`config.mk`:
```
export PLATFORM = sky130hd
export DESIGN_NAME = pulse_acc_top
export DESIGN_NICKNAME = d
export VERILOG_FILES = /design/src/rtl/pacc_pkg.sv /design/src/rtl/pacc_sync.sv /design/src/rtl/pacc_prescale.sv /design/src/rtl/pacc_core.sv /design/src/rtl/pulse_acc_top.sv
export SDC_FILE = /design/constraint.sdc
export NUM_CORES = 1
export LEC_CHECK = 0
export BUFFER_PORTS_ARGS = -buffer_cell sky130_fd_sc_hd__buf_2
export CAP_MARGIN = 25
export CORE_UTILIZATION = 60
export CTS_BUF_LIST = sky130_fd_sc_hd__clkbuf_2
export DETAILED_ROUTE_END_ITERATION = 12
export PLACE_DENSITY = 0.86
export SLEW_MARGIN = 20
export SYNTH_ARGS = -nofsm -noshare
export SYNTH_HDL_FRONTEND = slang
export SYNTH_HIERARCHICAL = 1
export SYNTH_SLANG_ARGS = --single-unit
```
`constraint.sdc`:
```
create_clock -name clk -period 3.7 [get_ports clk]
set_input_delay 0.185 -clock clk [delete_from_list [all_inputs] [get_ports clk]]
set_output_delay 0.185 -clock clk [all_outputs]
set_load 0.005 [all_outputs]
```
`src/rtl/pacc_pkg.sv`:
```
package pacc_pkg;
    typedef enum logic [1:0] {
        ADDR_CTRL   = 2'd0,
        ADDR_FLAG   = 2'd1,
        ADDR_CNT_HI = 2'd2,
        ADDR_CNT_LO = 2'd3
    } pacc_addr_e;

    // control byte, bit 0 at the right
    typedef struct packed {
        logic edge_ie;   // bit 4
        logic ovf_ie;    // bit 3
        logic pol;       // bit 2: 1 rising / active high
        logic gated;     // bit 1: 1 gated duration mode
        logic enable;    // bit 0
    } pacc_ctrl_t;

    localparam int CTRL_W   = 5;
    localparam int FLAG_EDGE = 0;
    localparam int FLAG_OVF  = 1;
endpackage

```
`src/rtl/pacc_sync.sv`:
```
module pacc_sync #(
    parameter int SYNC_N = 2
) (
    input  logic clk,
    input  logic rst_n,
    input  logic async_i,
    output logic level_o,
    output logic rise_o,
    output logic fall_o
);
    typedef struct packed {
        logic [SYNC_N-1:0] chain;
        logic              prev;
    } sync_st_t;

    sync_st_t st_d, st_q;

    always_comb begin
        st_d       = st_q;
        st_d.chain = {st_q.chain[SYNC_N-2:0], async_i};
        st_d.prev  = st_q.chain[SYNC_N-1];
    end

    always_ff @(posedge clk or negedge rst_n) begin
        if (!rst_n) st_q <= '0;
        else        st_q <= st_d;
    end

    assign level_o = st_q.chain[SYNC_N-1];
    assign rise_o  = level_o & ~st_q.prev;
    assign fall_o  = ~level_o & st_q.prev;
endmodule

```
`src/rtl/pacc_prescale.sv`:
```
module pacc_prescale #(
    parameter int DIV_LOG2 = 6
) (
    input  logic clk,
    input  logic rst_n,
    output logic tick_o
);
    logic [DIV_LOG2-1:0] div_d, div_q;

    always_comb div_d = div_q + 1'b1;

    always_ff @(posedge clk or negedge rst_n) begin
        if (!rst_n) div_q <= '0;
        else        div_q <= div_d;
    end

    // high for one cycle in every 2**DIV_LOG2
    assign tick_o = &div_q;
endmodule

```
`src/rtl/pacc_core.sv`:
```
module pacc_core #(
    parameter int BYTE_W = 8,
    localparam int CNT_W = 2 * BYTE_W
) (
    input  logic              clk,
    input  logic              rst_n,
    input  logic              en_i,
    input  logic              gated_i,
    input  logic              pol_i,
    input  logic              level_i,
    input  logic              rise_i,
    input  logic              fall_i,
    input  logic              tick_i,
    input  logic              wr_hi_i,
    input  logic              wr_lo_i,
    input  logic [BYTE_W-1:0] wr_byte_i,
    input  logic [1:0]        flag_clr_i,
    output logic [CNT_W-1:0]  count_o,
    output logic              edge_flag_o,
    output logic              ovf_flag_o
);
    import pacc_pkg::*;

    typedef struct packed {
        logic [CNT_W-1:0] cnt;
        logic             edge_f;
        logic             ovf_f;
    } core_st_t;

    core_st_t st_d, st_q;

    logic chosen_edge, active, trailing, bump, wrap, edge_set;

    always_comb begin
        chosen_edge = pol_i ? rise_i : fall_i;
        active      = pol_i ? level_i : ~level_i;
        trailing    = pol_i ? fall_i : rise_i;
        bump        = en_i & (gated_i ? (tick_i & active) : chosen_edge);
        edge_set    = en_i & (gated_i ? trailing : chosen_edge);
        wrap        = 1'b0;
        st_d        = st_q;

        if (wr_hi_i || wr_lo_i) begin
            // a byte write wins over an increment in the same cycle
            if (wr_hi_i) st_d.cnt[CNT_W-1:BYTE_W] = wr_byte_i;
            if (wr_lo_i) st_d.cnt[BYTE_W-1:0]     = wr_byte_i;
        end else if (bump) begin
            st_d.cnt = st_q.cnt + 1'b1;
            wrap     = &st_q.cnt;
        end

        // a set in the same cycle as a clear wins
        st_d.edge_f = (st_q.edge_f & ~flag_clr_i[FLAG_EDGE]) | edge_set;
        st_d.ovf_f  = (st_q.ovf_f  & ~flag_clr_i[FLAG_OVF])  | wrap;
    end

    always_ff @(posedge clk or negedge rst_n) begin
        if (!rst_n) st_q <= '0;
        else        st_q <= st_d;
    end

    assign count_o     = st_q.cnt;
    assign edge_flag_o = st_q.edge_f;
    assign ovf_flag_o  = st_q.ovf_f;
endmodule

```
`src/rtl/pulse_acc_top.sv`:
```
module pulse_acc_top #(
    parameter int BYTE_W   = 8,
    parameter int DIV_LOG2 = 6,
    parameter int SYNC_N   = 2,
    localparam int CNT_W   = 2 * BYTE_W
) (
    input  logic              clk,
    input  logic              rst_n,
    input  logic              pin_in,
    input  logic              wr_valid_i,
    input  logic [1:0]        wr_addr_i,
    input  logic [BYTE_W-1:0] wr_data_i,
    output logic [CNT_W-1:0]  count_o,
    output logic              edge_flag_o,
    output logic              ovf_flag_o,
    output logic              irq_edge_o,
    output logic              irq_ovf_o
);
    import pacc_pkg::*;

    pacc_ctrl_t ctrl_d, ctrl_q;
    logic       lvl, rise, fall, tick;
    logic       wr_hi, wr_lo;
    logic [1:0] flag_clr;
    logic       en_w, gated_w, cnt_wr;

    always_comb begin
        ctrl_d   = ctrl_q;
        wr_hi    = 1'b0;
        wr_lo    = 1'b0;
        flag_clr = '0;
        if (wr_valid_i) begin
            unique case (pacc_addr_e'(wr_addr_i))
                ADDR_CTRL:   ctrl_d   = pacc_ctrl_t'(wr_data_i[CTRL_W-1:0]);
                ADDR_FLAG:   flag_clr = wr_data_i[1:0];
                ADDR_CNT_HI: wr_hi    = 1'b1;
                ADDR_CNT_LO: wr_lo    = 1'b1;
                default:     ;
            endcase
        end
    end

    always_ff @(posedge clk or negedge rst_n) begin
        if (!rst_n) ctrl_q <= '0;
        else        ctrl_q <= ctrl_d;
    end

    assign en_w    = ctrl_q.enable;
    assign gated_w = ctrl_q.gated;
    assign cnt_wr  = wr_hi | wr_lo;

    pacc_sync #(.SYNC_N(SYNC_N)) u_sync (
        .clk(clk), .rst_n(rst_n), .async_i(pin_in),
        .level_o(lvl), .rise_o(rise), .fall_o(fall)
    );

    pacc_prescale #(.DIV_LOG2(DIV_LOG2)) u_psc (
        .clk(clk), .rst_n(rst_n), .tick_o(tick)
    );

    pacc_core #(.BYTE_W(BYTE_W)) u_core (
        .clk(clk), .rst_n(rst_n),
        .en_i(ctrl_q.enable), .gated_i(ctrl_q.gated), .pol_i(ctrl_q.pol),
        .level_i(lvl), .rise_i(rise), .fall_i(fall), .tick_i(tick),
        .wr_hi_i(wr_hi), .wr_lo_i(wr_lo), .wr_byte_i(wr_data_i),
        .flag_clr_i(flag_clr),
        .count_o(count_o), .edge_flag_o(edge_flag_o), .ovf_flag_o(ovf_flag_o)
    );

    assign irq_edge_o = edge_flag_o & ctrl_q.edge_ie;
    assign irq_ovf_o  = ovf_flag_o  & ctrl_q.ovf_ie;
endmodule

```
# After elaboration in Yosys (flattened, before gate mapping)
# Index checks and enable logic that the tools add are counted.
[op_classes]
n_mux = 17
n_reduce_logical = 8
addsub = 2
n_eq_ne = 5
bitwise = 15
[ops]
columns = ["cell", "n"]
rows = [
  ["two-way mux 16 bit", 2],
  ["adder 16 x 1 -> 16 bit, second input constant", 1],
  ["two-way mux 8 bit", 2],
  ["AND reduction 16 bit", 1],
  ["two-way mux 1 bit", 11],
  ["bitwise AND 1 bit", 9],
  ["adder 6 x 1 -> 6 bit, second input constant", 1],
  ["AND reduction 2 bit", 3],
  ["AND reduction 6 bit", 1],
  ["== test 2 bit, second input constant", 2],
  ["two-way mux 2 bit", 2],
  ["inequality test 2 x 1 -> 1 bit, second input constant", 2],
  ["NOT 1 bit", 4],
  ["== test 2 x 1 -> 1 bit, second input constant", 1],
  ["zero test 2 bit", 1],
  ["bitwise OR 1 bit", 2],
  ["nonzero test 2 bit", 1],
  ["logical OR 1 bit", 1],
]
[word_totals]
input_bits = 14
register_bits = 32

# Longest topological paths before layout
# Gate-level depths: netlist of the first run.
[depth]
word_depth = 8
ltp_mapped = 8

# Hierarchy
# The synthesis of the first run kept the hierarchy.
[by_module_without_submodules]
columns = ["mod", "cells_each", "n_inst", "area_per_inst_um2"]
rows = [
  ["pacc_core", 134, 1, 1123.6],
  ["pulse_acc_top", 18, 1, 249.0],
  ["pacc_prescale", 19, 1, 239.0],
  ["pacc_sync", 5, 1, 90.1],
]

# Least setup slack after synthesis of the first run
# No wires, ideal clock.
[synth_path]
path_type = "reg2reg"
start = "reg u_psc.div_q[0]"
end = "reg u_core.st_q, in the netlist u_core/count_o[11]"
setup_time_ns = 0.126
path_stages_with_launch = 9
arrival_time_ns = 1.838
slack_ns = 1.736
path_buffers = 0
period_less_slack_ns = 1.964
cell_sequence = "dfrtp_1 > ha_1 > nand2_1 > nor2_1 > and2_0 > mux4_2 > nand3_1 > nor2_1 > o32a_1"
[synth_via]
elab_chain_cells = 6
[synth_rtl]
columns = ["item", "line_no", "text"]
rows = [
  ["start, declared", "pacc_prescale.sv:8", "logic [DIV_LOG2-1:0] div_d, div_q;"],
  ["start signal, assigned", "pacc_prescale.sv:14", "else div_q <= div_d;"],
  ["AND reduction 6 bit", "pacc_prescale.sv:18", "assign tick_o = &div_q;"],
  ["net tick", "pulse_acc_top.sv:22", "logic lvl, rise, fall, tick;"],
  ["bitwise AND 1 bit", "pacc_core.sv:38", "bump = en_i & (gated_i ? (tick_i & active) : chosen_edge);"],
  ["two-way mux 1 bit", "pacc_core.sv:38", ""],
  ["bitwise AND 1 bit", "pacc_core.sv:38", ""],
  ["nonzero test 2 bit (no source line)", "-", ""],
  ["AND reduction 2 bit (no source line)", "-", ""],
  ["end signal, assigned", "pacc_core.sv:59", "else st_q <= st_d;"],
  ["end, declared", "pacc_core.sv:30", "core_st_t st_d, st_q;"],
]
# The timed path passes the listed nets, and every way through them passes these cells.
# A chain may end at the register's enable or synchronous reset.

# Worst setup path in the final report of the first run
[layout_path]
start = "reg u_psc.div_q[0]"
end = "reg u_core.st_q, in the netlist u_core/count_o[10]"
# The elaborated chain is that of the path after synthesis.

==> results_dict.tcl, run 1 <==
set metrics [dict create \
    drtIter0Drc 96 \
    grt_pass1_vias 1466 \
    worst-slew-pin-transition_ps 702 \
    antenna_found_initial 0 \
    cts.sinks 32 \
    synth_top_cell_by_area "dfrtp_1" \
    wl_met3_um 350 \
    die_area_um2 3050 \
    n_antenna_cell 0 \
    status "completed" \
    wl_per_cell_um 15.8 \
    min_period_ps 2130 \
    numCtsBuffers 5 \
    syn_area_per_cell_um2 9.67 \
    viasPerCell 6.09 \
    grt_max_degree 33 \
    overflow 0 \
    syn-num-nets 192 \
    ant_nets 0 \
    slew_headroom_pct 53.2 \
    routabilityCongestion 0.906 \
    finClkSkew_ps 6.06 \
    synth_top_area_share_pct 47.1 \
    final_cell_area_um2 1950 \
    grt_pass1_wl_mm 6.70 \
    synthesis.instances 176 \
    remaining_drc_errors 0 \
    post-cts-setup-buffers 0 \
    yosysWarnings 6 \
    cts_root_buf "clkbuf_2" \
    min-delay-path-class "in2reg" \
    ys_types 40 \
    fmax_mhz 469 \
    n_fill_cell 184 \
    io_buffers 33 \
    cts_hold_buf 2 \
    hold_violations 0 \
    first_pass_iters 4 \
    critPathMaxFanout 10 \
    totalWireLength_mm 3.86 \
    synthTopCellsByArea "dfrtp_1 47%, nand2_1 4.2%, nor2_1 4.2%" \
    cts_tree "done" \
    leakage_nw 0.821 \
    yosysSeqAreaShare_pct 47.1 \
    chipHeight_um 55.3 \
    clk_pin_slew_worst_paths_ps 150 \
    rows 18 \
    tns_ps 0 \
    peakVddDrop_uv 396 \
    clk-insertion-delay-late_ps 370 \
    initial_utilization_pct 66.3 \
    wl_met2_mm 1.76 \
    rsz0062_at_grt "no" \
    syn_to_final_growth_pct 14.5 \
    layout.nets 230 \
    cp.required_ps 3970 \
    clockBufferDepth 2 \
    grt_usage_pct 28.1 \
    syn_area_um2 1700 \
    setup_viol 0 \
    synth-seq-cells 32 \
    cap_violations 0 \
    core_area_um2 2570 \
    largest_reg_flops 16 \
    p_per_area_nw_per_um2 435 \
    wirelength_met1_mm 1.71 \
    dieWidth_um 55.3 \
    top_layer_used "met4" \
    crit_path_end_kind "flop" \
    dp_hpwl_mm 2.79 \
    start_kind "flop" \
    cts_max_level 2 \
    vias 1493 \
    ctsResizeCount 0 \
    post-route-period-util_pct 57.6 \
    num_io_pins 34 \
    slew_viol_final 0 \
    post_dp_cell_area_um2 1890 \
    arrival_ps 2400 \
    final_core_util_pct 75.9 \
    path_class "reg2reg" \
    drive_gt1_share_pct 27.4 \
    holdWs_ps 74.7 \
]
[layout by cell type, fill, tap and decap left out, drive strengths merged, types with 2 or more instances in the layout]
cell         count
o32a             3
o21ai            9
dlygate4sd3      2
nand4            6
nand2           19
inv              5
clkinv           3
ha               2
mux2             6
nand2b           2
dfrtp           32
nor2            20
and2             5
nand3           13
xor2             6
xnor2            4
a21oi            7
buf             33
o32ai            2
nor3             6
clkbuf           5
nor3b            3
nor2b            6
and3             4
[metrics by stage]
stage                     power [mW]  instances  worst slack (ps)
after floorplan                0.593        176              1740
after global placement         0.679        235              1670
after detailed placement       0.691        235              1600
after CTS                      0.852        245              1560
after global routing           0.902        245              1410
final                          0.848        245              1570
[cells in the mapped netlist, drive strengths merged]
cell,count
a211oi,1
dfrtp,32
o311a,1
a31o,1
nor3,6
o211a,1
nand2b,2
mux4,1
o21ai,9
xnor2,4
or3,1
nand2,19
nor2,20
a41oi,1
o32ai,2
and3b,1
inv,5
nor3b,3
nand3,13
clkbuf,4
ha,2
and3,4
mux2,6
nor2b,6
a2bb2oi,1
o32a,3
or2,1
xor2,6
and2,5
a31oi,1
a21oi,7
nand4,6
and2b,1
[routing by layer]
layer,up-vias,GRT usage [%]
met5,-,0
met4,0,10.7
met3,7,8.20
met2,98,41.3
met1,687,39.3
li1,701,-
[critical path: stages, from the launching register on]
cell and delay [ps]:
dfrtp_1 450, ha_1 250, nand2_1 70, nor2_1 50, and2_0 140, mux4_2 600, nand2_1 150, nor2_1 60
o32a_1 280
[final timing paths]
check | slack (ps) | cells past startpoint | to | startpoint
setup / recovery | 1570 | 8 | u_core/count_o[10] | u_psc/div_q[0]
hold / removal | 70 | 3 | u_core/count_o[12] | wr_data_i[4]
setup reg to reg | 1570 | 8 | u_core/count_o[10] | u_psc/div_q[0]
hold reg to reg | 380 | 0 | u_sync/level_o | u_sync/st_d[2]
max in group asynchronous | 2880 | 2 | u_core/count_o[9] | rst_n
min in group asynchronous | 370 | 2 | u_core/count_o[2] | rst_n
[power by group]
group          leakage, nW  total (mW)  internal (mW)  switching, mW
Sequential           0.367       0.469          0.403         0.0657
Clock               0.0302       0.160         0.0422          0.118
Combinational        0.424       0.220          0.111          0.109
[layout make-up]
cell class              count  area [µm²]  share of cell area (%)
clock buffers               5        25.0                    1.28
clock inverters             3        13.8                   0.706
inverters                   5        18.8                   0.963
multi-input cells         135         867                    44.5
flip-flops and latches     32         801                    41.1
well taps                  30        37.5                    1.93
repair buffers             35         185                    9.51
[kinds of logic after synthesis]
logic type | Yosys count | synth area share, %
simple gates | 88 | 27.3
flops | 32 | 47.1
compound gates | 28 | 11.8
xor+xnor | 10 | 5.15
buf+inv | 9 | 1.99
mux | 7 | 5.29
fa+ha+maj | 2 | 1.47
(Power assumes the default switching activity.)
==> run 2, diff against run 1 <==
ABC_AREA = 1   (was unset)
CORE_UTILIZATION = 58   (was 60)
PLACE_DENSITY = 0.82   (was 0.86)
clock period = 2.04 ns   (was 3.7 ns; I/O delays follow)
==> run 2 against run 1 <==
Wire length increased by 19%; sequential power grew 120%; core utilization fell by 2.4 points; maximum frequency grew 20%; synthesized cell count increased by 59%; clock-buffer cell count stayed put; non-clock buffer count rose by 6; final area increased by 19%.
==> results_dict.tcl, run 2 <==
set metrics [dict create \
    status "completed" \
    die_area_um2 3670 \
    dp_hpwl_mm 3.32 \
    drive_gt1_share_pct 21.9 \
    initial_utilization_pct 63.1 \
    cp_top_family "simple AND/OR/NAND/NOR gates" \
    critPathMaxFanout 14 \
    io_buffers 33 \
    path_class "reg2reg" \
    largest_reg_flops 16 \
    pwr-share-seq_pct 45.3 \
    total_power_mw 2.28 \
    synth_ff_type "dfrtp_1" \
    fmax_mhz 565 \
    min_period_ps 1770 \
    drtIter0Drc 122 \
    wl_per_cell_um 12.5 \
    crit_path_top_delay_cell "dfrtp_1" \
    ctsResizeCount 0 \
    routabilityCongestion 0.850 \
    leakage_nw 1.29 \
    syn_area_um2 1990 \
    sw_frac_of_total_pct 40.3 \
    ys_types 29 \
    post_dp_cell_area_um2 2180 \
    crit_chain "ha_1 -> nand3_1 -> nor3_1 -> nand3_2 -> nand2_2 -> nand4_4 -> nand2_4 -> inv_1 -> nand2_1 -> nand2_1" \
    async_reset_ff_share_pct 100 \
    p_per_area_nw_per_um2 983 \
    clockBufferDepth 2 \
    yosysMostFrequentCell "nand2_1" \
    dp.cells 353 \
    first_pass_iters 4 \
    peakVddDrop_uv 636 \
    cts_root_buf "clkbuf_2" \
    remaining_drc_errors 0 \
    switching_power_mw 0.918 \
    path_buf_inv 1 \
    cts_tree "done" \
    n_antenna_cell 0 \
    synth_enable_flop_cells 0 \
    final_cell_area_um2 2320 \
    crit_path_end_kind "flop" \
    finClkSkew_ps 16.8 \
    final_core_util_pct 73.5 \
    num_io_pins 34 \
    n_fill_cell 267 \
    tns_ps 0 \
    cts.sinks 32 \
    grt_pass1_wl_mm 7.51 \
    slew_headroom_pct 53.4 \
    grt_max_degree 33 \
    post-route-period-util_pct 86.7 \
    numCtsBuffers 5 \
    layout.nets 339 \
    min-delay-path-class "in2reg" \
    overflow 0 \
    worst_path_largest_cell_delay_ps 410 \
    vias 1873 \
    rsz0062_at_grt "no" \
    cap_violations 0 \
    cts_max_level 2 \
    slew_viol_final 0 \
    power_frac_clock_pct 18.9 \
    hold_violations 0 \
    grt_usage_pct 28.5 \
    p_int_mw 1.36 \
    antenna_found_initial 0 \
    totalWireLength_mm 4.61 \
    setup_viol 0 \
    synth-seq-cells 32 \
    viasPerCell 5.09 \
    grt_pass1_vias 1655 \
    rows 20 \
    syn_to_final_growth_pct 16.3 \
    clk_pin_slew_worst_paths_ps 180 \
    synth_top_cell_by_area "dfrtp_1" \
    core_area_um2 3150 \
    crit_path_frequent_cell "nand2_1" \
    syn-num-nets 295 \
    fin_cells 368 \
    yosysSeqAreaShare_pct 40.2 \
    layout_commonest_cell "nand2_1" \
    synth_common_cells "110 x nand2_1, 33 x inv_1, 32 x dfrtp_1" \
    post-cts-setup-buffers 0 \
    p_comb_share_pct 35.8 \
    chipHeight_um 60.6 \
    most-common-layout-cells "110 x nand2_1, 33 x inv_1, 33 x buf_2" \
    start_kind "flop" \
    ant_nets 0 \
    arrival_ps 2070 \
    dieWidth_um 60.6 \
    yosysWarnings 6 \
    cp.required_ps 2340 \
    clk-insertion-delay-late_ps 380 \
    syn_area_per_cell_um2 7.13 \
    synth_top_area_share_pct 40.2 \
    synthesis.instances 279 \
    worst-slew-pin-transition_ps 699 \
    synthTopCellsByArea "dfrtp_1 40%, nand2_1 21%, nand3_1 7.0%" \
]
-- run 2: cell types whose count changed in the layout (fill, tap and decap cells not counted), moves of 5 or more --
cell           delta
dlygate4sd3_1     +5
inv_1            +28
inv_2             +5
mux2_2            -6
nand2_1          +91
nand2_2           +5
nand3_1          +16
nor2b_1           -6
o21ai_0           -5
o21ai_2           +5
-- run 2: worst reg2reg max path, cell delays in order, from the launching register on --
cell and delay [ps]:
dfrtp_1 410, ha_1 190, nand3_1 110, nor3_1 260
nand3_2 110, nand2_2 90, nand4_4 110, nand2_4 200
inv_1 100, nand2_1 60, nand2_1 50
-- run 2: area by class of cell --
| class | instances | area (µm²) | area share (%) |
|---|---|---|---|
| clock buffers | 5 | 25.0 | 1.08 |
| clock inverters | 3 | 42.5 | 1.84 |
| inverters | 38 | 143 | 6.16 |
| multi-input cells | 205 | 1010 | 43.5 |
| flip-flops and latches | 32 | 801 | 34.6 |
| well taps | 44 | 55.1 | 2.38 |
| repair buffers | 41 | 243 | 10.5 |
-- run 2: cell families (layout without fill, tap and decap cells) --
kind of cell	after synthesis	in the layout	synth area share (%)
fa+ha+maj	2	2	1.26
xor+xnor	3	3	1.32
flops	32	32	40.2
buf+inv	42	87	9.18
simple gates	181	181	41.2
compound gates	19	19	6.79
-- run 2: routing by layer --
layer / GRT usage [%] / share of wire, %
met5: 0 / 0
met4: 10.4 / 1.6
met3: 6.18 / 6.2
met2: 44.9 / 46
met1: 38.8 / 46
-- run 2: power by group through the flow --
stage	registers, mW	clock network, mW	logic (mW)
6_report	1.03	0.431	0.815
5_1_grt	1.06	0.467	0.939
4_1_cts	1.03	0.444	0.816
3_5_place_dp	1.04	0	0.802
3_3_place_gp	1.03	0	0.770
2_1_floorplan	1.01	0	0.531
-- run 2: final timing paths --
path | startpoint | slack (ps) | end | cells past startpoint
min | wr_data_i[6] | 30 | u_core/count_o[6] | 5
max | u_psc/div_q[0] | 270 | u_core/count_o[1] | 10
max in group asynchronous | rst_n | 1310 | u_core/count_o[13] | 2
min reg2reg | u_sync/st_d[2] | 370 | u_sync/level_o | 0
min in group asynchronous | rst_n | 270 | u_core/count_o[3] | 2
max reg2reg | u_psc/div_q[0] | 270 | u_core/count_o[1] | 10
-- run 2: repair_timing --
| action | 4_1_cts | 5_1_grt |
|---|---|---|
| setup endpoints to repair | 0 | 0 |
| hold buffers | 7 | 0 |
| hold endpoints to repair | 38 | 0 |
-- run 2: through the flow --
step | setup WS, ps | hold WS, ps
final | 271 | 31.6
after global placement | 373 | 179
after detailed placement | 272 | 184
after CTS | 244 | 20.9
after floorplan | 570 | -194
after global routing | 72.7 | 29.7
